--- config.mk ---
export PLATFORM = sky130hd
export DESIGN_NAME = rcfg_operator
export DESIGN_NICKNAME = d
export VERILOG_FILES = /design/src/rtl/rop_pkg.sv /design/src/rtl/rop_alu.sv /design/src/rtl/rop_mul.sv /design/src/rtl/rop_accum.sv /design/src/rtl/rcfg_operator.sv
export SDC_FILE = /design/constraint.sdc
export NUM_CORES = 2
export LEC_CHECK = 0
export BUFFER_PORTS_ARGS = -buffer_cell sky130_fd_sc_hd__buf_4
export CAP_MARGIN = 20
export CORE_MARGIN = 2
export CORE_UTILIZATION = 46
export CTS_BUF_LIST = sky130_fd_sc_hd__clkbuf_8
export CTS_CLUSTER_SIZE = 14
export DETAILED_ROUTE_END_ITERATION = 10
export PLACE_DENSITY = 0.6
export SYNTH_ARGS = -nofsm -noshare
export SYNTH_HDL_FRONTEND = slang
export SYNTH_HIERARCHICAL = 1
export SYNTH_SLANG_ARGS = --single-unit
export TNS_END_PERCENT = 10
--- constraint.sdc ---
create_clock -name clk_i -period 12.8 [get_ports clk_i]
set_input_delay 1.28 -clock clk_i [delete_from_list [all_inputs] [get_ports clk_i]]
set_output_delay 1.28 -clock clk_i [all_outputs]
set_load 0.05 [all_outputs]
--- src/rtl/rop_pkg.sv ---
package rop_pkg;
  typedef enum logic [3:0] {
    OP_ADD  = 4'd0,
    OP_SUB  = 4'd1,
    OP_MUL  = 4'd2,
    OP_MUL2 = 4'd3,
    OP_ABS  = 4'd4,
    OP_AND  = 4'd5,
    OP_OR   = 4'd6,
    OP_XOR  = 4'd7,
    OP_SHL  = 4'd8,
    OP_SHR  = 4'd9,
    OP_SAD  = 4'd10,
    OP_MAC  = 4'd11
  } op_e;

  localparam int unsigned OP_W  = 4;
  localparam int unsigned SH_W  = 6;
  localparam int unsigned MUL_W = 16;
  localparam int unsigned PRD_W = 2 * MUL_W;

  function automatic logic is_acc(input logic [OP_W-1:0] op);
    return (op == OP_SAD) || (op == OP_MAC);
  endfunction
endpackage

--- src/rtl/rop_alu.sv ---
module rop_alu
  import rop_pkg::*;
#(
  parameter int unsigned DATA_W = 40
) (
  input  logic [OP_W-1:0]   op_i,
  input  logic [DATA_W-1:0] a_i,
  input  logic [DATA_W-1:0] b_i,
  output logic [DATA_W-1:0] res_o,
  output logic [DATA_W-1:0] absd_o
);
  logic [SH_W-1:0] sh;
  logic [DATA_W:0] diff;

  assign sh = b_i[SH_W-1:0];

  always_comb begin
    unique case (op_i)
      OP_ADD:  res_o = a_i + b_i;
      OP_SUB:  res_o = a_i - b_i;
      OP_AND:  res_o = a_i & b_i;
      OP_OR:   res_o = a_i | b_i;
      OP_XOR:  res_o = a_i ^ b_i;
      OP_SHL:  res_o = (sh >= SH_W'(DATA_W)) ? '0 : (a_i << sh);
      OP_SHR:  res_o = (sh >= SH_W'(DATA_W)) ? '0 : (a_i >> sh);
      OP_ABS:  res_o = a_i[DATA_W-1] ? (~a_i + 1'b1) : a_i;
      default: res_o = '0;
    endcase
  end

  // signed difference one bit wider, so its magnitude cannot overflow
  assign diff = {a_i[DATA_W-1], a_i} - {b_i[DATA_W-1], b_i};

  always_comb begin
    logic [DATA_W:0] mag;
    mag    = diff[DATA_W] ? (~diff + 1'b1) : diff;
    absd_o = mag[DATA_W-1:0];
  end
endmodule

--- src/rtl/rop_mul.sv ---
module rop_mul
  import rop_pkg::*;
(
  input  logic [MUL_W-1:0] a_i,
  input  logic [MUL_W-1:0] b_i,
  output logic [PRD_W-1:0] wide_o,
  output logic [PRD_W-1:0] split_o
);
  localparam int unsigned LANE_W = MUL_W / 2;
  localparam int unsigned LANES  = 2;

  logic [MUL_W-1:0] pp [LANES*LANES];

  for (genvar i = 0; i < LANES; i++) begin : g_ai
    for (genvar j = 0; j < LANES; j++) begin : g_bj
      assign pp[i*LANES+j] = a_i[i*LANE_W +: LANE_W] * b_i[j*LANE_W +: LANE_W];
    end
  end

  // the two diagonal partial products are the split lanes
  assign split_o = {pp[3], pp[0]};
  assign wide_o  = PRD_W'(pp[0])
                 + (PRD_W'(pp[1]) << LANE_W)
                 + (PRD_W'(pp[2]) << LANE_W)
                 + (PRD_W'(pp[3]) << MUL_W);
endmodule

--- src/rtl/rop_accum.sv ---
module rop_accum #(
  parameter int unsigned DATA_W = 40
) (
  input  logic              clk_i,
  input  logic              rst_ni,
  input  logic              en_i,
  input  logic              clr_i,
  input  logic [DATA_W-1:0] term_i,
  output logic [DATA_W-1:0] acc_o
);
  logic [DATA_W-1:0] acc_q;

  always_ff @(posedge clk_i or negedge rst_ni) begin
    if (!rst_ni)    acc_q <= '0;
    else if (en_i)  acc_q <= clr_i ? term_i : acc_q + term_i;
  end

  assign acc_o = acc_q;

  // accumulator moves only for an accepted SAD or MAC operand
  a_r11_acc_hold: assert property (@(posedge clk_i) disable iff (!rst_ni)
    !en_i |=> $stable(acc_q));
endmodule

--- src/rtl/rcfg_operator.sv ---
module rcfg_operator
  import rop_pkg::*;
#(
  parameter int unsigned DATA_W = 40
) (
  input  logic              clk_i,
  input  logic              rst_ni,
  input  logic              cfg_we_i,
  input  logic [3:0]        cfg_op_i,
  input  logic              in_valid_i,
  input  logic [DATA_W-1:0] a_i,
  input  logic [DATA_W-1:0] b_i,
  input  logic              acc_clr_i,
  output logic              res_valid_o,
  output logic [DATA_W-1:0] res_o
);
  // configuration
  logic [OP_W-1:0] cfg_q;

  always_ff @(posedge clk_i or negedge rst_ni) begin
    if (!rst_ni)       cfg_q <= OP_ADD;
    else if (cfg_we_i) cfg_q <= cfg_op_i;
  end

  // stage 1: capture operands with the opcode in force before any write this edge
  logic              s1_v, s1_clr;
  logic [OP_W-1:0]   s1_op;
  logic [DATA_W-1:0] s1_a, s1_b;

  always_ff @(posedge clk_i or negedge rst_ni) begin
    if (!rst_ni) begin
      s1_v <= 1'b0; s1_clr <= 1'b0; s1_op <= OP_ADD; s1_a <= '0; s1_b <= '0;
    end else begin
      s1_v <= in_valid_i;
      if (in_valid_i) begin
        s1_clr <= acc_clr_i;
        s1_op  <= cfg_q;
        s1_a   <= a_i;
        s1_b   <= b_i;
      end
    end
  end

  // stage 2: compute
  logic [DATA_W-1:0] alu_d, absd_d;
  logic [PRD_W-1:0]  wide_d, split_d;

  rop_alu #(.DATA_W(DATA_W)) u_alu (
    .op_i  (s1_op),
    .a_i   (s1_a),
    .b_i   (s1_b),
    .res_o (alu_d),
    .absd_o(absd_d)
  );

  rop_mul u_mul (
    .a_i    (s1_a[MUL_W-1:0]),
    .b_i    (s1_b[MUL_W-1:0]),
    .wide_o (wide_d),
    .split_o(split_d)
  );

  logic              s2_v, s2_clr;
  logic [OP_W-1:0]   s2_op;
  logic [DATA_W-1:0] s2_alu, s2_absd;
  logic [PRD_W-1:0]  s2_wide, s2_split;

  always_ff @(posedge clk_i or negedge rst_ni) begin
    if (!rst_ni) begin
      s2_v <= 1'b0; s2_clr <= 1'b0; s2_op <= OP_ADD;
      s2_alu <= '0; s2_absd <= '0; s2_wide <= '0; s2_split <= '0;
    end else begin
      s2_v <= s1_v;
      if (s1_v) begin
        s2_clr   <= s1_clr;
        s2_op    <= s1_op;
        s2_alu   <= alu_d;
        s2_absd  <= absd_d;
        s2_wide  <= wide_d;
        s2_split <= split_d;
      end
    end
  end

  // stage 3: select or accumulate
  logic              acc_en;
  logic [DATA_W-1:0] acc_term, acc_val, sel_d;

  assign acc_en   = s2_v && is_acc(s2_op);
  assign acc_term = (s2_op == OP_SAD) ? s2_absd : DATA_W'(s2_wide);

  rop_accum #(.DATA_W(DATA_W)) u_acc (
    .clk_i (clk_i),
    .rst_ni(rst_ni),
    .en_i  (acc_en),
    .clr_i (s2_clr),
    .term_i(acc_term),
    .acc_o (acc_val)
  );

  always_comb begin
    unique case (s2_op)
      OP_MUL:  sel_d = DATA_W'(s2_wide);
      OP_MUL2: sel_d = DATA_W'(s2_split);
      default: sel_d = s2_alu;
    endcase
  end

  logic              s3_v, s3_acc;
  logic [OP_W-1:0]   s3_op;
  logic [DATA_W-1:0] s3_res;

  always_ff @(posedge clk_i or negedge rst_ni) begin
    if (!rst_ni) begin
      s3_v <= 1'b0; s3_acc <= 1'b0; s3_op <= OP_ADD; s3_res <= '0;
    end else begin
      s3_v <= s2_v;
      if (s2_v) begin
        s3_acc <= is_acc(s2_op);
        s3_op  <= s2_op;
        s3_res <= sel_d;
      end
    end
  end

  // stage 4: output register
  logic [OP_W-1:0] s4_op;

  always_ff @(posedge clk_i or negedge rst_ni) begin
    if (!rst_ni) begin
      res_valid_o <= 1'b0; res_o <= '0; s4_op <= OP_ADD;
    end else begin
      res_valid_o <= s3_v;
      if (s3_v) begin
        res_o <= s3_acc ? acc_val : s3_res;
        s4_op <= s3_op;
      end
    end
  end

  // fixed four-edge latency in both directions
  a_r1_latency: assert property (@(posedge clk_i) disable iff (!rst_ni)
    in_valid_i |-> ##4 res_valid_o);
  a_r1_no_spurious: assert property (@(posedge clk_i) disable iff (!rst_ni)
    !in_valid_i |-> ##4 !res_valid_o);

  // split products never reach above bit 31
  a_r8_split_upper_zero: assert property (@(posedge clk_i) disable iff (!rst_ni)
    (res_valid_o && s4_op == OP_MUL2) |-> (res_o >> PRD_W) == '0);

  // configuration holds without a write strobe
  a_r12_cfg_hold: assert property (@(posedge clk_i) disable iff (!rst_ni)
    !cfg_we_i |=> $stable(cfg_q));
endmodule

After elaboration in Yosys (flattened, before gate mapping):

Index checks and enable logic that the tools add are counted.
W data, S select, Z words.

* $add $sub $neg: 9
* multiply operators: 4
* div/mod/pow operators: 0
* magnitude comparators: 1
* equality and inequality tests: 11
* shift-type cells: 2
* multiplexer cells: 9
* bitwise gates (word level): 5
* reductions and logical operators: 3

Operators with widths (count)
* $pmux W40 S8: 1
* $mux W40: 7
* $add A40 B1 Y40 const B: 2
* $add A40 B40 Y40: 2
* $not A40 Y40: 2
* $pmux W40 S2: 1
* $mul A8 B8 Y16: 4
* $sub A40 B40 Y41: 1
* $and A40 B40 Y40: 1
* $or A40 B40 Y40: 1
* $shl A40 B6 Y40: 1
* $shr A40 B6 Y40: 1
* $sub A40 B40 Y40: 1
* $xor A40 B40 Y40: 1
* $add A32 B24 Y32: 1
* $add A32 B32 Y32: 1
* $add A16 B24 Y25: 1
* $eq A4 B3 Y1 const B: 4
* $eq A4 B4 Y1 const B: 4
* $eq A4 B2 Y1 const B: 2
* $ge A6 B6 Y1 const B: 1
* $eq A4 B1 Y1 const B: 1
* $logic_not A4 Y1: 1
* $logic_and A1 B1 Y1: 1
* $logic_or A1 B1 Y1: 1

* flip-flop bits (word level): 363
* bits in latches: 0
* memory bits (writable): 0
* memory bits (read-only): 0
* input bits: 89
* output and inout port bits: 41
* memories: 0

Depth between registers and ports, before layout:

* word-level depth: 4
* depth in mapped cells: 29

Cells and area by module:

Netlist, hierarchy kept.

By module, submodules not included
* rop_alu: times used 1, cells an instance 2008, area an instance 13741.9 um2, seq. area each 0.0 um2
* rcfg_operator: times used 1, cells an instance 896, area an instance 13497.9 um2, seq. area each 8082.8 um2
* rop_mul: times used 1, cells an instance 1156, area an instance 9738.1 um2, seq. area each 0.0 um2
* rop_accum: times used 1, cells an instance 495, area an instance 3917.5 um2, seq. area each 1001.0 um2

Worst setup path before layout:

No wires, ideal clock.

* path kind: register -> register
* from: register s1_a[5]
* to: register s2_wide[27]
* library setup time: 125 ps
* arrival: 6529 ps
* data required time: 12675 ps
* setup slack: 6147 ps
* stages on the path, launching flop included: 27
* path buffers: 1
* clock period less this slack: 6653 ps
* cells stage by stage: dfrtp_1 clkbuf_1 nand2_1 fa_1 fa_1 inv_1 fa_1 inv_1 fa_1 inv_1 ha_1 a21boi_0 o21ai_0 and2_1 xnor2_1 fa_1 ha_1 inv_1 fa_1 nand2b_1 a21o_1 a21oi_2 o311a_2 o21ai_4 nand2b_1 xnor2_1 mux2_2

* word-level cells in the longest chain between the ends: 4
* elaborated cells on any way between the ends: 5
* classes of those cells: add/sub (3); mul (2)

RTL lines
* start: declaration: RTL line rcfg_operator.sv:28 `logic [DATA_W-1:0] s1_a, s1_b;`
* start signal: assignment: RTL line rcfg_operator.sv:38 `s1_a <= a_i;`
* $mul A8 B8 Y16: RTL line rop_mul.sv:16 `assign pp[i*LANES+j] = a_i[i*LANE_W +: LANE_W] * b_i[j*LANE_W +: LANE_W];`
* named net split_d[9]: RTL line rcfg_operator.sv:46 `logic [PRD_W-1:0] wide_d, split_d;`
* $add A16 B24 Y25: RTL line rop_mul.sv:23 `+ (PRD_W'(pp[1]) << LANE_W)`
* $add A32 B24 Y32: RTL line rop_mul.sv:24 `+ (PRD_W'(pp[2]) << LANE_W)`
* $add A32 B32 Y32: RTL line rop_mul.sv:25 `+ (PRD_W'(pp[3]) << MUL_W);`
* named net wide_d[27]: RTL line rcfg_operator.sv:46
* end signal: assignment: RTL line rcfg_operator.sv:79 `s2_wide <= wide_d;`
* end: declaration: RTL line rcfg_operator.sv:66 `logic [PRD_W-1:0] s2_wide, s2_split;`

The timed path passes the listed nets, and every way through them passes these cells.
A chain may end at the register's enable or synchronous reset.

Worst setup path after layout:

* from: register s1_b[3]
* to: register s2_wide[31]

* word-level cells in the longest chain between the ends: 4
* elaborated cells on any way between the ends: 5
* classes of those cells: add/sub (3); mul (2)

RTL lines
* start: declaration: RTL line rcfg_operator.sv:28
* start signal: assignment: RTL line rcfg_operator.sv:39 `s1_b <= b_i;`
* $mul A8 B8 Y16: RTL line rop_mul.sv:16
* named net split_d[15]: RTL line rcfg_operator.sv:46
* $add A16 B24 Y25: RTL line rop_mul.sv:23
* $add A32 B24 Y32: RTL line rop_mul.sv:24
* $add A32 B32 Y32: RTL line rop_mul.sv:25
* named net wide_d[31]: RTL line rcfg_operator.sv:46

The timed path passes the listed nets, and every way through them passes these cells.

==> impl_metrics.ini <==
[status]
outcome = finished clean

[floorplanning]
rows = 109
core_sq_mm = 0.0882
pin_count = 130
die_y_microns = 302
fp.dieW_microns = 302
die_area_sq_mm = 0.0913
start_util_pct = 46.3

[global_route]
grt_pass1_vias = 34625
track_usage_pct = 30.3
antenna_found_initial = 4
grt-ovfl-total = 0
grt_start_max_net_pins = 141
grt_pass1_wl_mm = 210

[hold_path]
hold_path_class = flip-flop to flip-flop

[synthesis]
synth-xor-area-share_pct = 5.65
synthAdderAreaFrac_pct = 19.1
synth_top_family_by_area = adder cells
yosys_warnings = 6
netlist_top_cells_area = dfrtp_1 22%, ha_1 11%, fa_1 8.0%, mux2_2 6.8%, mux2i_1 5.8%
syn_area_sq_mm = 0.0409
syn-num-nets = 5169
postSynthAreaPerCell_sq_um = 8.98
synth-edff-count = 0
ys_types = 115
synth-seq-area-share_pct = 22.2
synthSimpleGateAreaFrac_pct = 14.2
synth_ff_type = dfrtp_1
synth_top_area_cell = dfrtp_1
async_flop_share_pct = 100
syn-instance-count = 4555
ys_ff_latch = 363
synthMuxAreaShare_pct = 16.2
yosysTopAreaCellShare_pct = 22.2
synth_compound_area_share_pct = 16.4

[timing]
finalHoldViolCount = 0
min_period_ps = 7450
fin_tns_setup_ps = 0
worst_pin_slew_ps = 1190
fmax_mhz = 134
slew_headroom_pct = 19.6
rsz0062_at_grt = no
slew_viol_final = 0
fin_hold_ws_ps = 497
skew_ps = 34.6
finalCritPeriodShare_pct = 58.2
setup_viol = 0

[power]
p_int_mw = 6.64
power.density_mw_per_mm2 = 304
p_sw_share_pct = 50.6
ir_worst_vdd_v = 0.000583
total_leakage_power_nw = 20.5
pwr-share-clk_pct = 9.6
p_comb_share_pct = 75.4
total_power_mw = 13.5
switchingPower_mw = 6.82
sequentialPowerShare_pct = 15.0

[place]
dpl_cell_area_sq_mm = 0.0427
port_buffers = 129
place_congestion = 0.989
dp_cells = 5655
hpwlAfterDp_mm = 105

[setup_path]
crit_path_start_kind = flip-flop
path_max_fanout = 84
crit_path_top_delay_cell = buf_4
crit_buf_inv = 4
cp_slowest_stage_delay_ps = 670
criticalPathCategory = flip-flop to flip-flop
cp_top_family = adder cells
end_kind = flip-flop
arrival_ps = 8030
worst-endpoint-required_ps = 13380
cpMostUsedCell = fa_1

[detailed_routing]
initialDrtViolationCount = 2845
wl_mm = 138
first_pass_iters = 7
drc_errors = 0
antenna_left = 0
vias_per_cell = 5.97
via_count = 34516
wire_per_inst_microns = 23.8

[clock_network]
ctsHoldBuffers = 0
clk_path_buf_depth = 3
cts_setup_buffers = 0
tritoncts = built
numCtsBuffers = 70
ctsResizeCount = 0
clkSinkCount = 363
cts-root-buf = clkbuf_8
worstSkewPairLatency_ps = 700
htree_levels = 3
clkTransAtPathRegs_ps = 60

[cells_and_area]
final_cells = 5781
final_area_sq_mm = 0.0443
final_nets = 5177
synthToLayoutAreaGrowth_pct = 8.35
drive_gt1_share_pct = 15.1

[run]
drv_cap = 0
==> final cells by class <==
class / instances / area, sq um
timing repair buffer: 195 / 1500
antenna: 1 / 2.50
fill: 8451 / 43900
tap: 1165 / 1460
clock buffer: 87 / 1200
multi-input combinational: 3553 / 29300
clock inverter: 37 / 349
inverter: 380 / 1430
sequential: 363 / 9100
==> through the flow <==
stage / worst slack (ps) / util, %
after floorplan: 6150 / -
after global placement: 5490 / 48.4
after detailed placement: 5450 / 48.4
after CTS: 5400 / 50.2
after global routing: 5010 / 50.2
final: 5350 / 50.2
==> worst register-to-register path, delay by kind of cell, from the launching register on <==
| kind | cells | cell delay, ps |
|---|---|---|
| fa+ha+maj | 7 | 3180 |
| compound gates | 9 | 2120 |
| buf+inv | 4 | 810 |
| simple gates | 3 | 450 |
| flops | 1 | 340 |
| mux | 1 | 280 |
| xor+xnor | 1 | 170 |
==> flip-flops by register name, summed over array words and instances (netlist names) <==
signal and flops:
s2_wide 32, s2_absd 40, s1_b 40, res_valid_o 1, s3_v 1, s3_res 40
s1_clr 1, s1_a 40, s2_clr 1, u_acc/acc_o 40, s1_v 1, s2_op 4
s3_acc 1, res_o 40, s2_v 1, s2_alu 40, s2_split 32, cfg_q 4
s1_op 4
==> power groups by stage <==
stage	sequential [mW]	clock (mW)	combinational, mW
2_1_floorplan	1.96	0	7.43
3_3_place_gp	2.02	0	9.98
3_5_place_dp	2.03	0	10.1
4_1_cts	2.01	1.33	10.1
5_1_grt	2.07	1.38	11.2
6_report	2.02	1.30	10.1
==> layout by cell type (no fill, tap or decap), types with 36 or more instances in the layout <==
cell type    n
nor2b_1     40
xnor2_1    201
xor2_1      58
buf_4      192
dfrtp_1    352
nand2_1    268
o21ai_0    235
nor3_1      52
nor2_1     352
a211oi_1    37
and2_1     184
nand3_1     56
clkbuf_8    87
a31oi_1     45
fa_1       164
mux2_2     246
a21oi_1    298
mux4_2      36
a21o_1      68
ha_1       361
mux2i_1    239
inv_1      394
==> logic make-up (layout without fill, tap and decap cells) <==
| logic type | after synthesis | count (layout) |
|---|---|---|
| buffers and inverters | 639 | 699 |
| adder cells (fa/ha/maj) | 525 | 525 |
| AO/OA/AOI/OAI | 1033 | 1033 |
| XOR/XNOR | 261 | 261 |
| AND/OR/NAND/NOR | 1174 | 1174 |
| flip-flops | 363 | 363 |
| multiplexers | 560 | 560 |
| other | 0 | 1 |
==> per-layer routing <==
metal	track usage, %	wire [microns]
met3	4.43	8120
met4	16.2	8090
met1	38.3	57100
met2	50.0	64200
met5	0	13
==> worst paths after layout <==
path / start / endpoint / slack, ps / depth (start not counted)
setup / recovery: s1_b[3] / s2_wide[31] / 5350 / 25
setup reg to reg: s1_b[3] / s2_wide[31] / 5350 / 25
min in group asynchronous: rst_ni / s1_b[7] / 560 / 1
max in group asynchronous: rst_ni / u_acc/acc_o[3] / 10410 / 4
hold reg to reg: s2_absd[37] / s2_absd[37] / 500 / 1
hold / removal: s2_absd[37] / s2_absd[37] / 500 / 1
==> cell usage after synthesis, drive strengths merged, types with 29 or more instances <==
library cell / count
o211ai: 29
a221oi: 29
or3: 39
o31ai: 30
o21ai: 241
xnor2: 203
and2: 184
a21o: 69
ha: 361
nand2: 269
a21oi: 303
mux4: 43
nor2: 352
mux2: 278
nand2b: 29
buf: 82
nand4: 29
dfrtp: 363
clkbuf: 176
inv: 378
xor2: 58
nand3: 56
a211oi: 39
a31oi: 46
nor3: 56
mux2i: 239
and3: 32
nor2b: 41
fa: 164
(Power assumes the default switching activity.)
